$ cat src/rtl/pct_pkg.sv
package pct_pkg;
  localparam int CNT_W  = 16;
  localparam int BYTE_W = 8;
  localparam int ADDR_W = 3;

  typedef enum logic [ADDR_W-1:0] {
    ADR_CTRL   = 3'd0,
    ADR_CNT_LO = 3'd1,
    ADR_CNT_HI = 3'd2,
    ADR_RLD_LO = 3'd3,
    ADR_RLD_HI = 3'd4
  } pct_addr_e;

  // control byte bits 4..0; bit 7 is the flag, kept outside this struct
  typedef struct packed {
    logic irq_en;
    logic div_slow;
    logic sel_cmp;
    logic cap_en;
    logic run;
  } pct_ctrl_t;

  localparam int CTRL_W   = $bits(pct_ctrl_t);
  localparam int FLAG_BIT = 7;

  function automatic logic [CNT_W-1:0] step_count(input logic [CNT_W-1:0] c);
    return c + CNT_W'(1);
  endfunction

  function automatic logic is_top(input logic [CNT_W-1:0] c);
    return &c;
  endfunction

  function automatic logic [CNT_W-1:0] ticks_between(input logic [CNT_W-1:0] older,
                                                     input logic [CNT_W-1:0] newer);
    return newer - older;
  endfunction
endpackage

$ cat src/rtl/pct_edge_sync.sv
module pct_edge_sync #(
  parameter int STAGES = 2
) (
  input  logic clk,
  input  logic rst_n,
  input  logic async_in,
  output logic rise
);
  logic [STAGES-1:0] sync_q;
  logic              last_q;

  always_ff @(posedge clk) begin
    if (!rst_n) begin
      sync_q <= '0;
      last_q <= 1'b0;
    end else begin
      sync_q <= {sync_q[STAGES-2:0], async_in};
      last_q <= sync_q[STAGES-1];
    end
  end

  assign rise = sync_q[STAGES-1] & ~last_q;

  // one pulse per edge, never two in a row
  assert_rise_single_R6: assert property (@(posedge clk) disable iff (!rst_n)
    rise |=> !rise);
endmodule

$ cat src/rtl/pct_prescaler.sv
module pct_prescaler #(
  parameter int DIV = 12
) (
  input  logic clk,
  input  logic rst_n,
  input  logic use_div,
  output logic tick
);
  localparam int PW = $clog2(DIV);
  localparam logic [PW-1:0] LAST = PW'(DIV - 1);

  logic [PW-1:0] pre_q;

  always_ff @(posedge clk) begin
    if (!rst_n)            pre_q <= '0;
    else if (pre_q == LAST) pre_q <= '0;
    else                   pre_q <= pre_q + PW'(1);
  end

  assign tick = use_div ? (pre_q == LAST) : 1'b1;

  // divided rate: a tick is never followed by another while still divided
  assert_div_spacing_R3: assert property (@(posedge clk) disable iff (!rst_n)
    (use_div && tick) |=> (!use_div || !tick));
endmodule

$ cat src/rtl/pct_event_div.sv
module pct_event_div #(
  parameter int DIV = 8
) (
  input  logic clk,
  input  logic rst_n,
  input  logic in_pulse,
  output logic evt
);
  localparam int DW = $clog2(DIV);
  localparam logic [DW-1:0] LAST = DW'(DIV - 1);

  logic [DW-1:0] div_q;

  always_ff @(posedge clk) begin
    if (!rst_n) div_q <= '0;
    else if (in_pulse) div_q <= (div_q == LAST) ? '0 : div_q + DW'(1);
  end

  assign evt = in_pulse && (div_q == LAST);
endmodule

$ cat src/rtl/pct_counter.sv
module pct_counter
  import pct_pkg::*;
(
  input  logic             clk,
  input  logic             rst_n,
  input  logic             tick,
  input  logic             run,
  input  logic             free_run,
  input  logic [CNT_W-1:0] reload,
  input  logic             wr_lo,
  input  logic             wr_hi,
  input  logic [BYTE_W-1:0] wr_byte,
  output logic [CNT_W-1:0] count,
  output logic             wrap
);
  logic [CNT_W-1:0] cnt_q;
  logic             sw_wr;
  logic             step;

  assign sw_wr = wr_lo | wr_hi;
  assign step  = tick && run && !sw_wr;
  assign wrap  = step && is_top(cnt_q);

  always_ff @(posedge clk) begin
    if (!rst_n) begin
      cnt_q <= '0;
    end else if (sw_wr) begin
      if (wr_lo) cnt_q[BYTE_W-1:0]     <= wr_byte;
      if (wr_hi) cnt_q[CNT_W-1:BYTE_W] <= wr_byte;
    end else if (step) begin
      if (wrap) cnt_q <= free_run ? '0 : reload;
      else      cnt_q <= step_count(cnt_q);
    end
  end

  assign count = cnt_q;

  assert_reload_on_wrap_R4: assert property (@(posedge clk) disable iff (!rst_n)
    (wrap && !free_run) |=> (count == $past(reload)));

  assert_free_wrap_R5: assert property (@(posedge clk) disable iff (!rst_n)
    (wrap && free_run) |=> (count == '0));

  assert_hold_when_stopped_R2: assert property (@(posedge clk) disable iff (!rst_n)
    (!run && !sw_wr) |=> (count == $past(count)));
endmodule

$ cat src/rtl/period_capture_timer.sv
module period_capture_timer
  import pct_pkg::*;
#(
  parameter int SYNC_STAGES = 2,
  parameter int PRESCALE    = 12,
  parameter int SLOW_DIV    = 8
) (
  input  logic              clk,
  input  logic              rst_n,
  input  logic              reg_wr,
  input  logic [ADDR_W-1:0] reg_addr,
  input  logic [BYTE_W-1:0] reg_wdata,
  output logic [BYTE_W-1:0] reg_rdata,
  input  logic              cmp_in,
  input  logic              slow_clk_in,
  output logic              irq
);
  pct_ctrl_t        ctrl_q;
  logic             flag_q;
  logic [CNT_W-1:0] reload_q;
  logic [CNT_W-1:0] count;

  // named internal events
  logic cmp_rise, slow_rise, slow_evt, cap_evt, tick, wrap;
  logic wr_ctrl, wr_cnt_lo, wr_cnt_hi, wr_rld_lo, wr_rld_hi, clr_req;

  assign wr_ctrl   = reg_wr && (reg_addr == ADR_CTRL);
  assign wr_cnt_lo = reg_wr && (reg_addr == ADR_CNT_LO);
  assign wr_cnt_hi = reg_wr && (reg_addr == ADR_CNT_HI);
  assign wr_rld_lo = reg_wr && (reg_addr == ADR_RLD_LO);
  assign wr_rld_hi = reg_wr && (reg_addr == ADR_RLD_HI);
  assign clr_req   = wr_ctrl && !reg_wdata[FLAG_BIT];

  pct_edge_sync #(.STAGES(SYNC_STAGES)) u_cmp_sync (
    .clk(clk), .rst_n(rst_n), .async_in(cmp_in), .rise(cmp_rise));

  pct_edge_sync #(.STAGES(SYNC_STAGES)) u_slow_sync (
    .clk(clk), .rst_n(rst_n), .async_in(slow_clk_in), .rise(slow_rise));

  pct_event_div #(.DIV(SLOW_DIV)) u_slow_div (
    .clk(clk), .rst_n(rst_n), .in_pulse(slow_rise), .evt(slow_evt));

  pct_prescaler #(.DIV(PRESCALE)) u_pre (
    .clk(clk), .rst_n(rst_n), .use_div(ctrl_q.div_slow), .tick(tick));

  assign cap_evt = ctrl_q.cap_en && (ctrl_q.sel_cmp ? cmp_rise : slow_evt);

  pct_counter u_cnt (
    .clk(clk), .rst_n(rst_n), .tick(tick), .run(ctrl_q.run),
    .free_run(ctrl_q.cap_en), .reload(reload_q),
    .wr_lo(wr_cnt_lo), .wr_hi(wr_cnt_hi), .wr_byte(reg_wdata),
    .count(count), .wrap(wrap));

  always_ff @(posedge clk) begin
    if (!rst_n) begin
      ctrl_q   <= '0;
      flag_q   <= 1'b0;
      reload_q <= '0;
    end else begin
      if (wr_ctrl) ctrl_q <= pct_ctrl_t'(reg_wdata[CTRL_W-1:0]);

      if (cap_evt || wrap) flag_q <= 1'b1;
      else if (clr_req)    flag_q <= 1'b0;

      if (cap_evt) begin
        reload_q <= count;
      end else begin
        if (wr_rld_lo) reload_q[BYTE_W-1:0]     <= reg_wdata;
        if (wr_rld_hi) reload_q[CNT_W-1:BYTE_W] <= reg_wdata;
      end
    end
  end

  always_comb begin
    reg_rdata = '0;
    case (reg_addr)
      ADR_CTRL:   reg_rdata = {flag_q, {(BYTE_W-CTRL_W-1){1'b0}}, ctrl_q};
      ADR_CNT_LO: reg_rdata = count[BYTE_W-1:0];
      ADR_CNT_HI: reg_rdata = count[CNT_W-1:BYTE_W];
      ADR_RLD_LO: reg_rdata = reload_q[BYTE_W-1:0];
      ADR_RLD_HI: reg_rdata = reload_q[CNT_W-1:BYTE_W];
      default:    reg_rdata = '0;
    endcase
  end

  assign irq = flag_q && ctrl_q.irq_en;

  assert_capture_load_R6: assert property (@(posedge clk) disable iff (!rst_n)
    cap_evt |=> (reload_q == $past(count)));

  assert_capture_beats_clear_R9: assert property (@(posedge clk) disable iff (!rst_n)
    (cap_evt && clr_req) |=> flag_q);

  assert_clear_works_R9: assert property (@(posedge clk) disable iff (!rst_n)
    (clr_req && !cap_evt && !wrap) |=> !flag_q);

  assert_reload_quiet_R7: assert property (@(posedge clk) disable iff (!rst_n)
    (!cap_evt && !wr_rld_lo && !wr_rld_hi) |=> $stable(reload_q));
endmodule

$ cat config.mk
export PLATFORM = sky130hd
export DESIGN_NAME = period_capture_timer
export DESIGN_NICKNAME = d
export VERILOG_FILES = /design/src/rtl/pct_pkg.sv /design/src/rtl/pct_edge_sync.sv /design/src/rtl/pct_prescaler.sv /design/src/rtl/pct_event_div.sv /design/src/rtl/pct_counter.sv /design/src/rtl/period_capture_timer.sv
export SDC_FILE = /design/constraint.sdc
export NUM_CORES = 1
export LEC_CHECK = 0
export BUFFER_PORTS_ARGS = -buffer_cell sky130_fd_sc_hd__clkbuf_2
export CORE_MARGIN = 1.5
export CORE_UTILIZATION = 60
export DETAILED_ROUTE_END_ITERATION = 6
export PLACE_DENSITY = 0.77
export SLEW_MARGIN = 15
export SYNTH_ARGS = -nofsm -noshare
export SYNTH_HDL_FRONTEND = slang
export SYNTH_SLANG_ARGS = --single-unit
$ cat constraint.sdc
create_clock -name clk -period 5.5 [get_ports clk]
set_clock_uncertainty 0.05 [all_clocks]
set_input_delay 0 -clock clk [delete_from_list [all_inputs] [get_ports clk]]
set_output_delay 0 -clock clk [all_outputs]
set_load 0.01 [all_outputs]
* Word level (Yosys, flattened, before mapping)
Index checks and enable logic that the tools add are counted.
** Storage, ports and cells
- Bits in registers :: 51
- Output and inout bits :: 9
- Logic and storage cells :: 72
- Input bits :: 16
** Operators by class
- Bitwise logic cells :: 6
- Reduce and logical (&&, ||, !) cells :: 24
- Add/subtract/negate cells :: 3
- Multiplexer cells :: 15
- Equal/unequal tests :: 8
** Operator list (number)
- $mux W16 :: 5
- $pmux W8 S5 :: 1
- $mux W8 :: 4
- $add A16 B1 Y16 const B :: 1
- $reduce_and A16 Y1 :: 1
- $logic_and A1 B1 Y1 :: 12
- $reduce_bool A2 Y1 :: 4
- $eq A3 B2 Y1 const B :: 2
- $eq A3 B3 Y1 const B :: 2
- $add A4 B1 Y4 const B :: 1
- $eq A4 B4 Y1 const B :: 1
- $mux W1 :: 4
- $ne A2 B1 Y1 const B :: 2
- $reduce_and A2 Y1 :: 2
- $add A3 B1 Y3 const B :: 1
- $eq A3 B1 Y1 const B :: 1
- $logic_not A3 Y1 :: 1
- $mux W3 :: 1
- $not A1 Y1 :: 3
- $and A1 B1 Y1 :: 2
- $logic_not A1 Y1 :: 2
- $reduce_or A2 Y1 :: 1
- $logic_or A1 B1 Y1 :: 1
- $or A1 B1 Y1 :: 1

* Longest topological paths before layout
Gate-level depths: netlist (run 1).
- Word-level depth :: 9
- Mapped depth :: 7
- Mapped depth without buffers :: 6

* Cells and area by module
A second synthesis (run 1) with hierarchy kept.
** Second synthesis, totals
- Cells, all modules :: 347
- Area, all modules :: 3079.2 µm²
** Modules (own cells, without submodules)
- period_capture_timer :: times used 1, area an instance 1357.6 µm², sequential area each 440.4 µm², cells an instance 154
- pct_counter :: times used 1, area an instance 1206.2 µm², sequential area each 320.3 µm², cells an instance 147
- pct_edge_sync :: times used 2, area an instance 92.6 µm², sequential area each 60.1 µm², cells an instance 7
- pct_prescaler :: times used 1, area an instance 175.2 µm², sequential area each 80.1 µm², cells an instance 18
- pct_event_div :: times used 1, area an instance 155.1 µm², sequential area each 60.1 µm², cells an instance 14

* Worst setup path after synthesis (run 1)
No wires, ideal clock.
- Path type :: register to register
- Start point :: register u_cnt.cnt_q[0], in the netlist u_cnt.count[0]
- End point :: register u_cnt.cnt_q[8], in the netlist u_cnt.count[8]
- Setup time :: 0.133 ns
- Period minus slack after synthesis :: 2.158 ns
- Data required time :: 5.317 ns
- Setup slack :: 3.342 ns
- Buffers on the path :: 1
- Arrival :: 1.974 ns
- Cell stages (with the launch flop) :: 7
- Path through :: dfxtp_1 ha_1 and4_1 dlygate4sd3_1 a41o_2 a221oi_1 o31ai_1
** Between the ends
- Word-level cells in the longest chain between the ends :: 5
- Elaborated cells between the ends (all ways) :: 6
- Those cells by class :: add/sub: 1; mux: 3; reduce/logical: 2
** RTL lines
- from (decl) :: RTL line pct_counter.sv:16 : logic [CNT_W-1:0] cnt_q;
- from (signal, indexed assignment) :: RTL line pct_counter.sv:28 : if (wr_lo) cnt_q[BYTE_W-1:0] <= wr_byte;
- from (signal, indexed assignment) :: RTL line pct_counter.sv:29 : if (wr_hi) cnt_q[CNT_W-1:BYTE_W] <= wr_byte;
- from (signal assigned) :: RTL line pct_counter.sv:31 : if (wrap) cnt_q <= free_run ? '0 : reload;
- branches (longest 2 deep; another with $add A16 B1 Y16)
- $mux W16 * :: RTL line pct_counter.sv:31
- $mux W16 * :: RTL line pct_counter.sv:30 : end else if (step) begin
- $mux W16 * :: RTL line pct_counter.sv:27 : end else if (sw_wr) begin
Mark *: on every way between the ends. The select of a mux whose other input is x is not followed.
A chain may end at the register's enable or synchronous reset.

* Final worst setup path (run 1)
- Start point :: register u_cnt.cnt_q[0], in the netlist u_cnt.count[0]
- End point :: register u_cnt.cnt_q[0], in the netlist u_cnt.count[0]
Same word-level chain as after synthesis.

==> impl_results.md, run 1 <==
- Run status: finished, final reports clean
- Placed cells: between 400 and 500
- Worst Path Arrival: 2.57 ns
- Final Util: roughly two thirds
- DRC: 0
- Starting Density: about 62%
- Post-DP HPWL: about 5700 µm
- Die X: ~76 µm
- Max-Cap Viols: 0
- Avg Inst Size Synth: 8.846 µm²
- # clock sinks: 51
- Filler Cells Inserted: between 400 and 500
- Syn Nets: roughly 380
- Starting DRT DRC Count: between 300 and 400
- Final hold vios: 0
- Drt total wl: 8677 µm
- Root Driver: clkbuf_8
- Synthesis warning total: 0
- # H-tree levels: 2
- Initial antenna violation count: 0
- Tcrit/Tclk final: a little over two fifths
- Post_cts resized: 0
- Setup slack, reg-to-reg: around 3.1 ns
- First-pass GRT wire length: around 14,000 µm
- Multi-input logic area: around 1900 µm²
- Sequential share of the synthesized area: between 30% and 40%
- Final worst slack: between 3 and 4 ns
- Post-synthesis cell area: 3158 µm²
- P&R area growth vs syn: 7.092%
- Hold Crit Start: reg_wdata[5]
- Vias: around 2,900
- Post-synth EDFFs: 0
- Syn Inst Count: approximately 360
- Worst-Skew Late Latency: approximately 0.30 ns
- Largest net degree at the start of global routing: 40
- Die extent in y: between 70 and 80 µm
- Ant diodes: 0
- Synth area leader: dfxtp_1
- CP Class: reg2reg
- Antenna-violating nets left: 0
- FF+latch count, synth: 51
- CTS tree: yes
- Minimum clock period: around 2.4 ns
- Worst slew margin: between 40 and 50%
- # rows: 26
- Cts hold-fix bufs: 8
- Layout Nets: between 300 and 400
- Synth top area cells: dfxtp_1, mux2i_1, a211oi_1, nor2_1, a22oi_1
- Critical path launch point type: register
- Via density: 6.667
- Least-Margin Pin Slew: about 0.89 ns
- Worst-path clk slew: approximately 0.09 ns
- Worst endpoint required time: ~5.7 ns
- Total Die Area: about 5700 µm²
- Buffers added on ports: 24
- R2R cell count: 6
- Longest Clk Path Bufs: 2
- I/O pin count: 25
- Netlist cell types: just over 60
- Worst Hold Path Cells: 3
- Buffer count from post-CTS setup fixing: 0
- Synth Flop Type: dfxtp_1
- Finished Layout Cells: 438
- Gpl congestion: around 0.94
- Register area: between 1000 and 1500 µm²
- Hold worst-path end: u_cnt.count[13]
- Grt total ovfl: 0
- Final Power: 0.7218 mW
- Share of cells above drive strength 1: ~15%
- Power per cell area: 213.4 nW/µm²
- Pre-CTS setup slack: 3.132 ns
- Unrepaired setup endpoints after global routing: false
- Routed length per instance: 19.81 µm
- Fmax: roughly 420 MHz
- Hold Crit Class: in2reg
- Worst-path fanout max: 7
- # setup viols final: 0
- Core Box Area: between 5000 and 6000 µm²
- Worst Setup End Kind: register
- Reg2reg end: u_cnt.count[0]
- Ys async rst share: 0%
- Vias in the first global route: about 2,700
- GRT Util Overall: about 33%
- Worst vdd ir: around 0.00015 V
- Final Max Slew Viols: 0
- Drt first pass iters: 6
- Reg2reg start: u_cnt.count[0]
- Lkg Pwr: between 1 and 1.5 nW
- TritonCTS buffer count: 5
- Final setup TNS: 0 ns
- Synth top area share: between 30% and 40%
-- power by group --
group / total (mW) / internal, mW / switching [mW]
combinational: 0.0903 / 0.0362 / 0.0541
sequential: 0.397 / 0.381 / 0.0161
clock: 0.234 / 0.103 / 0.131
-- layout by cell type (no fill, tap or decap), types with 2 or more instances in the layout --
master | synthesis | final
a21oi_1 | 10 | 10
nand3_1 | 11 | 11
a211oi_1 | 25 | 25
nand3b_1 | 2 | 2
and4_1 | 2 | 2
o21ai_0 | 7 | 7
dlygate4sd3_1 | 1 | 8
inv_1 | 6 | 6
o31ai_1 | 3 | 3
mux2i_1 | 35 | 35
dfxtp_1 | 51 | 51
and2_1 | 7 | 7
nor2_1 | 34 | 34
a22oi_1 | 14 | 14
clkbuf_2 | 1 | 24
nor4_1 | 4 | 4
o22ai_1 | 9 | 9
xnor2_1 | 8 | 8
nand2b_1 | 4 | 4
nor2b_1 | 8 | 8
a221oi_1 | 3 | 3
ha_1 | 4 | 4
a31oi_1 | 3 | 3
nor3b_1 | 3 | 3
mux2_2 | 8 | 8
buf_4 | 3 | 2
or3_1 | 5 | 5
nor3_1 | 11 | 11
nand4_1 | 4 | 4
nand2_1 | 13 | 13
xor2_1 | 6 | 6
and3_1 | 2 | 2
clkbuf_8 | 4 | 6
-- how the worst max path moves through the flow --
stage,from,end,slack (ns)
after floorplan,u_cnt.count[0],u_cnt.count[8],3.34
after global placement,u_cnt.count[0],u_cnt.count[0],3.19
after detailed placement,u_cnt.count[0],u_cnt.count[0],3.13
after CTS,u_cnt.count[0],u_cnt.count[0],3.11
after global routing,u_cnt.count[0],u_cnt.count[0],2.97
final,u_cnt.count[0],u_cnt.count[0],3.10
-- sequential cells by signal, indices dropped and copies added, names as in the netlist --
name,count
ctrl_q,5
flag_q,1
reload_q,16
u_cmp_sync.last_q,1
u_cmp_sync.sync_q,2
u_cnt.count,16
u_pre.pre_q,4
u_slow_div.div_q,3
u_slow_sync.last_q,1
u_slow_sync.sync_q,2
-- cell families (layout without fill, tap and decap cells) --
kind of cell               count (synthesis)  count (layout)  synth area share [%]
and+or+nand+nor                          120             120                 21.16
muxes                                     43              43                 13.95
DFF                                       51              51                 32.33
xor gates and xnor gates                  14              14                 3.883
buffers and inverters                     37              48                 6.458
adders and majority gates                  4               4                 1.585
AOI/OAI and AO/OA                         88              88                 20.64
-- cell usage after synthesis (all sizes together) (5+ instances only) --
| library cell | number |
|---|---|
| o22ai | 9 |
| nor2 | 35 |
| nor2b | 8 |
| mux2 | 8 |
| inv | 6 |
| dfxtp | 51 |
| a211oi | 25 |
| or3 | 6 |
| o21ai | 8 |
| a21oi | 11 |
| nand4 | 5 |
| mux2i | 35 |
| nor3 | 12 |
| xnor2 | 8 |
| buf | 6 |
| xor2 | 6 |
| a22oi | 14 |
| clkbuf | 24 |
| and2 | 7 |
| nand2 | 13 |
| nand3 | 11 |
-- per-stage QoR --
stage	cell area, µm²	hold WS (ns)
6_report	3382	0.007741
5_1_grt	3382	0.03783
4_1_cts	3382	0.0003550
3_5_place_dp	3203	0.1610
3_3_place_gp	3203	0.1605
2_1_floorplan	3158	0.07729
-- layout make-up --
class | instances | area share [%]
clock buffer | 6 | 2.442
clock inverter | 2 | 0.4809
inverter | 6 | 0.6659
multi-input combinational | 269 | 57.27
sequential | 51 | 30.19
tap | 70 | 2.590
timing repair buffer | 34 | 6.363
-- critical path, cell delays in order (launching register included) --
cell and delay (ns):
dfxtp_1 0.46, ha_1 0.27, nand4_1 0.16, or4_4 0.57
nor2_4 0.23, mux2_2 0.36, a211oi_1 0.22
-- routing by layer --
layer | GRT usage, % | vias up | part of all wire, %
li1 | - | 1353 | -
met5 | 0 | - | 0
met1 | 45.15 | 1389 | 45
met4 | 10.91 | 0 | 2.7
met2 | 52.05 | 157 | 45
met3 | 5.159 | 21 | 7.6
(Power assumes the default switching activity.)
==> inputs of run 2 (changes only) <==
Settings changed: CORE_UTILIZATION 60 to 54, PLACE_DENSITY 0.77 to 0.73.
Clock period 5.5 ns to 2.08 ns, I/O delays scaled along.
==> run 2 against run 1 <==
  * Register-to-register slack lost 3.1 ns
  * Sequential power grew to 2.6 times the previous value
  * Count of clock-buffer cells in the layout shrank 1
  * Maximum frequency grew 16%
  * Cell area grew 12%
  * Critical endpoint is now u_cnt.count[15]
==> impl_results.md, run 2 (synthesis results as in run 1) <==
- # setup viols final: 0
- GRT busiest layer: met2
- Die X: around 79 µm
- Fmax: 484.6 MHz
- Vias in the first global route: roughly 2,900
- Setup slack, reg-to-reg: approximately 0.016 ns
- GRT Util Overall: between 30% and 40%
- Max-Cap Viols: 0
- Vias: roughly 3,100
- Core Box Area: between 5000 and 6000 µm²
- Hold Crit Class: in2reg
- Met3 usage: about 4.2%
- Worst-path cell chain: ha_1 > and3b_2 > o221ai_4 > nor2_4 > buf_12 > a221oi_1 > buf_4 > a21oi_1
- Root Driver: clkbuf_8
- Minimum clock period: about 2.1 ns
- Worst Path Arrival: 2.22 ns
- Gpl congestion: 1.008
- Total Die Area: ~6300 µm²
- Commonest non-fill, non-tap cell in the layout: dfxtp_1
- Final setup TNS: 0 ns
- Longest Clk Path Bufs: 2
- Final worst slack: ~0.016 ns
- Drt total wl: roughly 9700 µm
- First-pass GRT wire length: between 15,000 and 20,000 µm
- Initial antenna violation count: 0
- Most frequent cells in the layout: dfxtp_1, buf_4, mux2i_1, nor2_1
- Met2 global-route usage: a little over half
- CP Class: reg2reg
- Starting DRT DRC Count: about 310
- Antenna-violating nets left: 0
- CTS tree: yes
- # rows: 27
- GR Util met1: about 42%
- Grt total ovfl: 0
- I/O pin count: 25
- Max stage delay on crit path: roughly 0.35 ns
- Largest net degree at the start of global routing: 34
- Worst-Skew Late Latency: ~0.32 ns
- Final hold vios: 0
- Worst Setup End Kind: register
- Lkg Pwr: 1.568 nW
- Least-Margin Pin Slew: slightly below 0.6 ns
- Ant diodes: 0
- Starting Density: around 57%
- Hold slack final: 0.03057 ns
- Run status: finished, final reports clean
- Pre-CTS setup slack: -0.005270 ns
- Worst-path fanout max: 4
- Layout Nets: 432
- Power per cell area: roughly 550 nW/µm²
- Final Max Slew Viols: 0
- Die extent in y: just under 80 µm
- Critical path launch point type: register
- Top Family by Delay on Critical Path: compound AO/OA/AOI/OAI gates
- # clock sinks: roughly 50
- Worst path slowest cell: dfxtp_1
- Worst vdd ir: approximately 0.00033 V
- TritonCTS buffer count: 5
- Share of cells above drive strength 1: between 20% and 30%
- DRC: 0
- # H-tree levels: 2
- Buffers added on ports: 24
- Worst endpoint required time: between 2 and 2.5 ns
- P&R area growth vs syn: 20.17%
- Final Power: 2.086 mW
- Via density: 6.371
- Worst-path clk slew: approximately 0.11 ns
- Final Util: a little under 70%
- Routed length per instance: roughly 20 µm
- Tcrit/Tclk final: just under 100%
- Drt first pass iters: 5
- Unrepaired setup endpoints after global routing: true
- Post-DP HPWL: 6929 µm
- Worst slew margin: 60.42%
- Worst path bufs/invs: 2
[run 2: path summary, 6_finish.rpt]
path / startpoint / to / depth (start not counted)
max reg2reg: u_pre.pre_q[0] / u_cnt.count[15] / 8
max: u_pre.pre_q[0] / u_cnt.count[15] / 8
min reg2reg: u_cmp_sync.sync_q[0] / u_cmp_sync.sync_q[1] / 1
min: reg_wdata[7] / reload_q[15] / 3
[run 2: timing repair]
item                                    CTS  global route
pin swaps                                 0             3
endpoints found under the hold margin    11             0
buffers inserted                          0             2
endpoints found under the setup margin    3             5
hold buffers                              9             0
resized for setup                         3             3
[run 2: routing by layer]
layer  wire [µm]  share of wire, %
met1        4164                43
met2        4525                47
met4         235               2.4
met3         764               7.9
met5           0                 0
[run 2: final cells by class]
type | count | area [µm²]
multi-input cells | 269 | 1961
flip-flops and latches | 51 | 1025
inverters | 6 | 22.52
clock buffers | 5 | 68.82
repair buffers | 79 | 580.6
clock inverters | 3 | 47.55
well taps | 72 | 90.09
fillers | 489 | 1779
[run 2: power breakdown]
group	switching (mW)	total, mW	internal, mW
clock network	0.377	0.743	0.366
logic	0.176	0.309	0.133
registers	0.0261	1.03	1.01
[run 2: tightest hold or removal path, delay by kind of cell]
family / cells / cell delay (ns)
AO/OA/AOI/OAI: 1 / 0.08
buffers and inverters: 1 / 0.14
multiplexers: 1 / 0.14
[run 2: through the flow]
stage,area [µm²],cells
6_report,3795,485
5_1_grt,3795,485
4_1_cts,3754,483
3_5_place_dp,3538,466
3_3_place_gp,3538,466
2_1_floorplan,3163,357
==> inputs of run 3 (changes only) <==
Settings changed: ABC_AREA from default to 1, BUFFER_PORTS_ARGS -buffer_cell sky130_fd_sc_hd__clkbuf_2 to -buffer_cell sky130_fd_sc_hd__buf_2, TNS_END_PERCENT from default to 30.
==> run 3 against run 2 <==
  * Via count up 11%
  * Global-route usage about the same
  * Combinational power down 16%
  * Final cell count up 25%
  * Cell area down 5.8%
  * Routed wire length down 3.8%
  * Clock power down 1%
  * Synthesized cell count up 40%
  * Core utilization down 4.3 points
  * Non-clock buffer count down 36
  * Die area up 0.68%
  * Largest cell class unchanged
  * Highest routed layer unchanged
==> impl_results.md, run 3 <==
- Vias in the first global route: ~3,300
- Core Box Area: about 5600 µm²
- P&R area growth vs syn: 12.43%
- Critical path launch point type: register
- I/O pin count: 25
- Post-synth EDFFs: 0
- # clock sinks: between 50 and 60
- Total Die Area: roughly 6400 µm²
- Final worst slack: 0.2276 ns
- Reg2reg end: u_cnt.count[2]
- Worst path bufs/invs: 1
- Least-Margin Pin Slew: around 0.74 ns
- Worst path slowest cell: dfxtp_1
- Commonest non-fill, non-tap cell in the layout: nand2_1
- Worst-path clk slew: 0.10 ns
- Minimum clock period: 1.852 ns
- Part of the power in registers: 51.4%
- Run status: finished, final reports clean
- Syn Nets: 520
- Switch Pwr: between 0.5 and 0.6 mW
- Worst-path cell chain: ha_1 > nand3_1 > nand2_1 > nand2_1 > nor2_8 > inv_6 > nand2_4 > nand2_1 > a21oi_1 > nor2_1
- # H-tree levels: 2
- Combinational power share: roughly 13%
- Buffers added on ports: 24
- Count leader, synth: nand2_1
- Gpl congestion: between 0.9 and 1
- Root Driver: clkbuf_8
- Cell-internal power: 1.469 mW
- DRC: 0
- Synth Flop Type: dfxtp_1
- Worst-Skew Late Latency: around 0.31 ns
- Starting DRT DRC Count: ~310
- Worst-path fanout max: 18
- Top Family by Delay on Critical Path: simple AND/OR/NAND/NOR gates
- Reg2reg start: u_pre.pre_q[0]
- Lkg Pwr: 1.686 nW
- Synth top area cells: dfxtp_1, nand2_1, nand3_1, inv_1, nor2_1
- Max-Cap Viols: 0
- Avg Inst Size Synth: roughly 6.4 µm²
- Max stage delay on crit path: 0.37 ns
- Initial antenna violation count: 0
- FF+latch count, synth: 51
- Filler Cells Inserted: 534
- Drt first pass iters: 5
- Via density: about 5.7
- Most frequent cells in the layout: nand2_1, nand3_1, inv_1, dfxtp_1, nor2_1
- Synthesis warning total: 0
- Most frequent CP cell: nand2_1
- Worst Hold Path Cells: 5
- Hold Crit Class: in2reg
- Worst slew margin: between 50% and 60%
- Post-synth top cells: nand2_1, nand3_1, inv_1, dfxtp_1, nor2_1
- Critical Path Start: u_pre.pre_q[0]
- Setup slack, reg-to-reg: ~0.23 ns
- Crit path capture: u_cnt.count[2]
- Worst Setup End Kind: register
- Design Area, Final: about 3600 µm²
- Die extent in y: roughly 80 µm
- Final hold vios: 0
- Final setup TNS: 0 ns
- Drt total wl: between 9000 and 10,000 µm
- Placed cell areas: between 3000 and 4000 µm²
- Routed length per instance: roughly 15 µm
- Longest Clk Path Bufs: 2
- Netlist cell types: 39
- Power per cell area: roughly 570 nW/µm²
- Post-DP HPWL: 6787 µm
- Syn Inst Count: 500
- Worst endpoint required time: 2.25 ns
- GRT Util Overall: 31.85%
- Antenna-violating nets left: 0
- Fmax: 539.9 MHz
- Tcrit/Tclk final: roughly nine tenths
- CP Class: reg2reg
- Worst vdd ir: between 0.0003 and 0.0004 V
- Sw Share: about 28%
- Pre-CTS setup slack: approximately 0.25 ns
- Unrepaired setup endpoints after global routing: false
- Starting Density: 56.72%
- Die X: 79.75 µm
- Synth top area share: approximately 32%
- First-pass GRT wire length: about 16,000 µm
- # setup viols final: 0
- Vias: between 3,000 and 4,000
- CTS tree: yes
- Largest net degree at the start of global routing: 34
- Share of cells above drive strength 1: 11.40%
- Sequential share of the synthesized area: 32.10%
- Post_cts resized: 0
- Layout Nets: around 550
- Ant diodes: 0
- Grt total ovfl: 0
- Met3 usage: under 10%
- Worst Path Arrival: between 2 and 2.5 ns
- GR Util met1: around two fifths
- Clock Power Share: between 30% and 40%
- # rows: 27
- R2R cell count: 10
- Number of cells on the critical path: 10
- Final Max Slew Viols: 0
- Met2 global-route usage: between 50% and 60%
- Post-synthesis cell area: ~3200 µm²
- Synth area leader: dfxtp_1
- TritonCTS buffer count: 5
- Ys async rst share: 0%
- GRT busiest layer: met2
[run 3: power groups by stage]
| stage | combinational (mW) | clock (mW) | sequential [mW] |
|---|---|---|---|
| floorplan | 0.165 | 0 | 1.06 |
| global placement | 0.238 | 0 | 1.07 |
| detailed placement | 0.243 | 0 | 1.07 |
| CTS | 0.255 | 0.744 | 1.05 |
| global route | 0.291 | 0.788 | 1.06 |
| finish | 0.260 | 0.734 | 1.05 |
[run 3: cells by family (layout without fill, tap and decap cells)]
kind of cell,Yosys count,in the layout,share of synthesized area [%]
flip-flops,51,51,32.10
AO/OA/AOI/OAI,81,81,14.79
AND/OR/NAND/NOR,266,266,37.25
XOR/XNOR,9,9,2.479
adder cells (fa/ha/maj),4,4,1.574
buffers and inverters,89,124,11.80
[run 3: how the worst min path moves through the flow]
stage	start	endpoint	slack, ns
after floorplan	cmp_in	u_cmp_sync.sync_q[0]	0.05
after global placement	slow_clk_in	u_slow_sync.sync_q[0]	0.13
after detailed placement	slow_clk_in	u_slow_sync.sync_q[0]	0.14
after CTS	reg_wdata[6]	reload_q[14]	0.002
after global routing	reg_wdata[1]	ctrl_q[1]	0.03
final	reg_wdata[6]	reload_q[14]	0.01
[run 3: per-layer routing]
| layer | vias to the layer above | wire, µm |
|---|---|---|
| met5 | - | 0 |
| met4 | 0 | 387 |
| met3 | 37 | 673 |
| met2 | 164 | 4195 |
| met1 | 1552 | 4061 |
| li1 | 1690 | - |
[run 3: through the flow]
step / power [mW] / hold slack (ns) / instances / util [%]
after global placement: 1.309 / 0.1303 / 590 / 60.11
after detailed placement: 1.314 / 0.1360 / 590 / 60.11
final: 2.045 / 0.01144 / 607 / 63.77
after CTS: 2.049 / 0.002315 / 607 / 63.77
after global routing: 2.136 / 0.03384 / 607 / 63.77
after floorplan: 1.226 / 0.04763 / 500 / -
[run 3: final cells by class]
class,instances,area [µm²],area share (%)
Clock buffer,5,68.82,1.924
Timing Repair Buffer,43,285.3,7.978
Multi-Input combinational cell,360,1784,49.89
Inverter,73,280.3,7.838
Clock inverter,3,46.29,1.295
Sequential cell,51,1021,28.55
Tap cell,72,90.09,2.519
[run 3: tightest hold or removal path: cells and delay by family]
kind                   cells  cell delay (ns)
AOI/OAI and AO/OA          2             0.14
buffers and inverters      2             0.14
and+or+nand+nor            1             0.07
[run 3: repair_timing]
| item | in CTS | in global routing |
|---|---|---|
| endpoints found under the hold margin | 7 | 0 |
| buffers inserted | 0 | 0 |
| hold buffers | 9 | 0 |
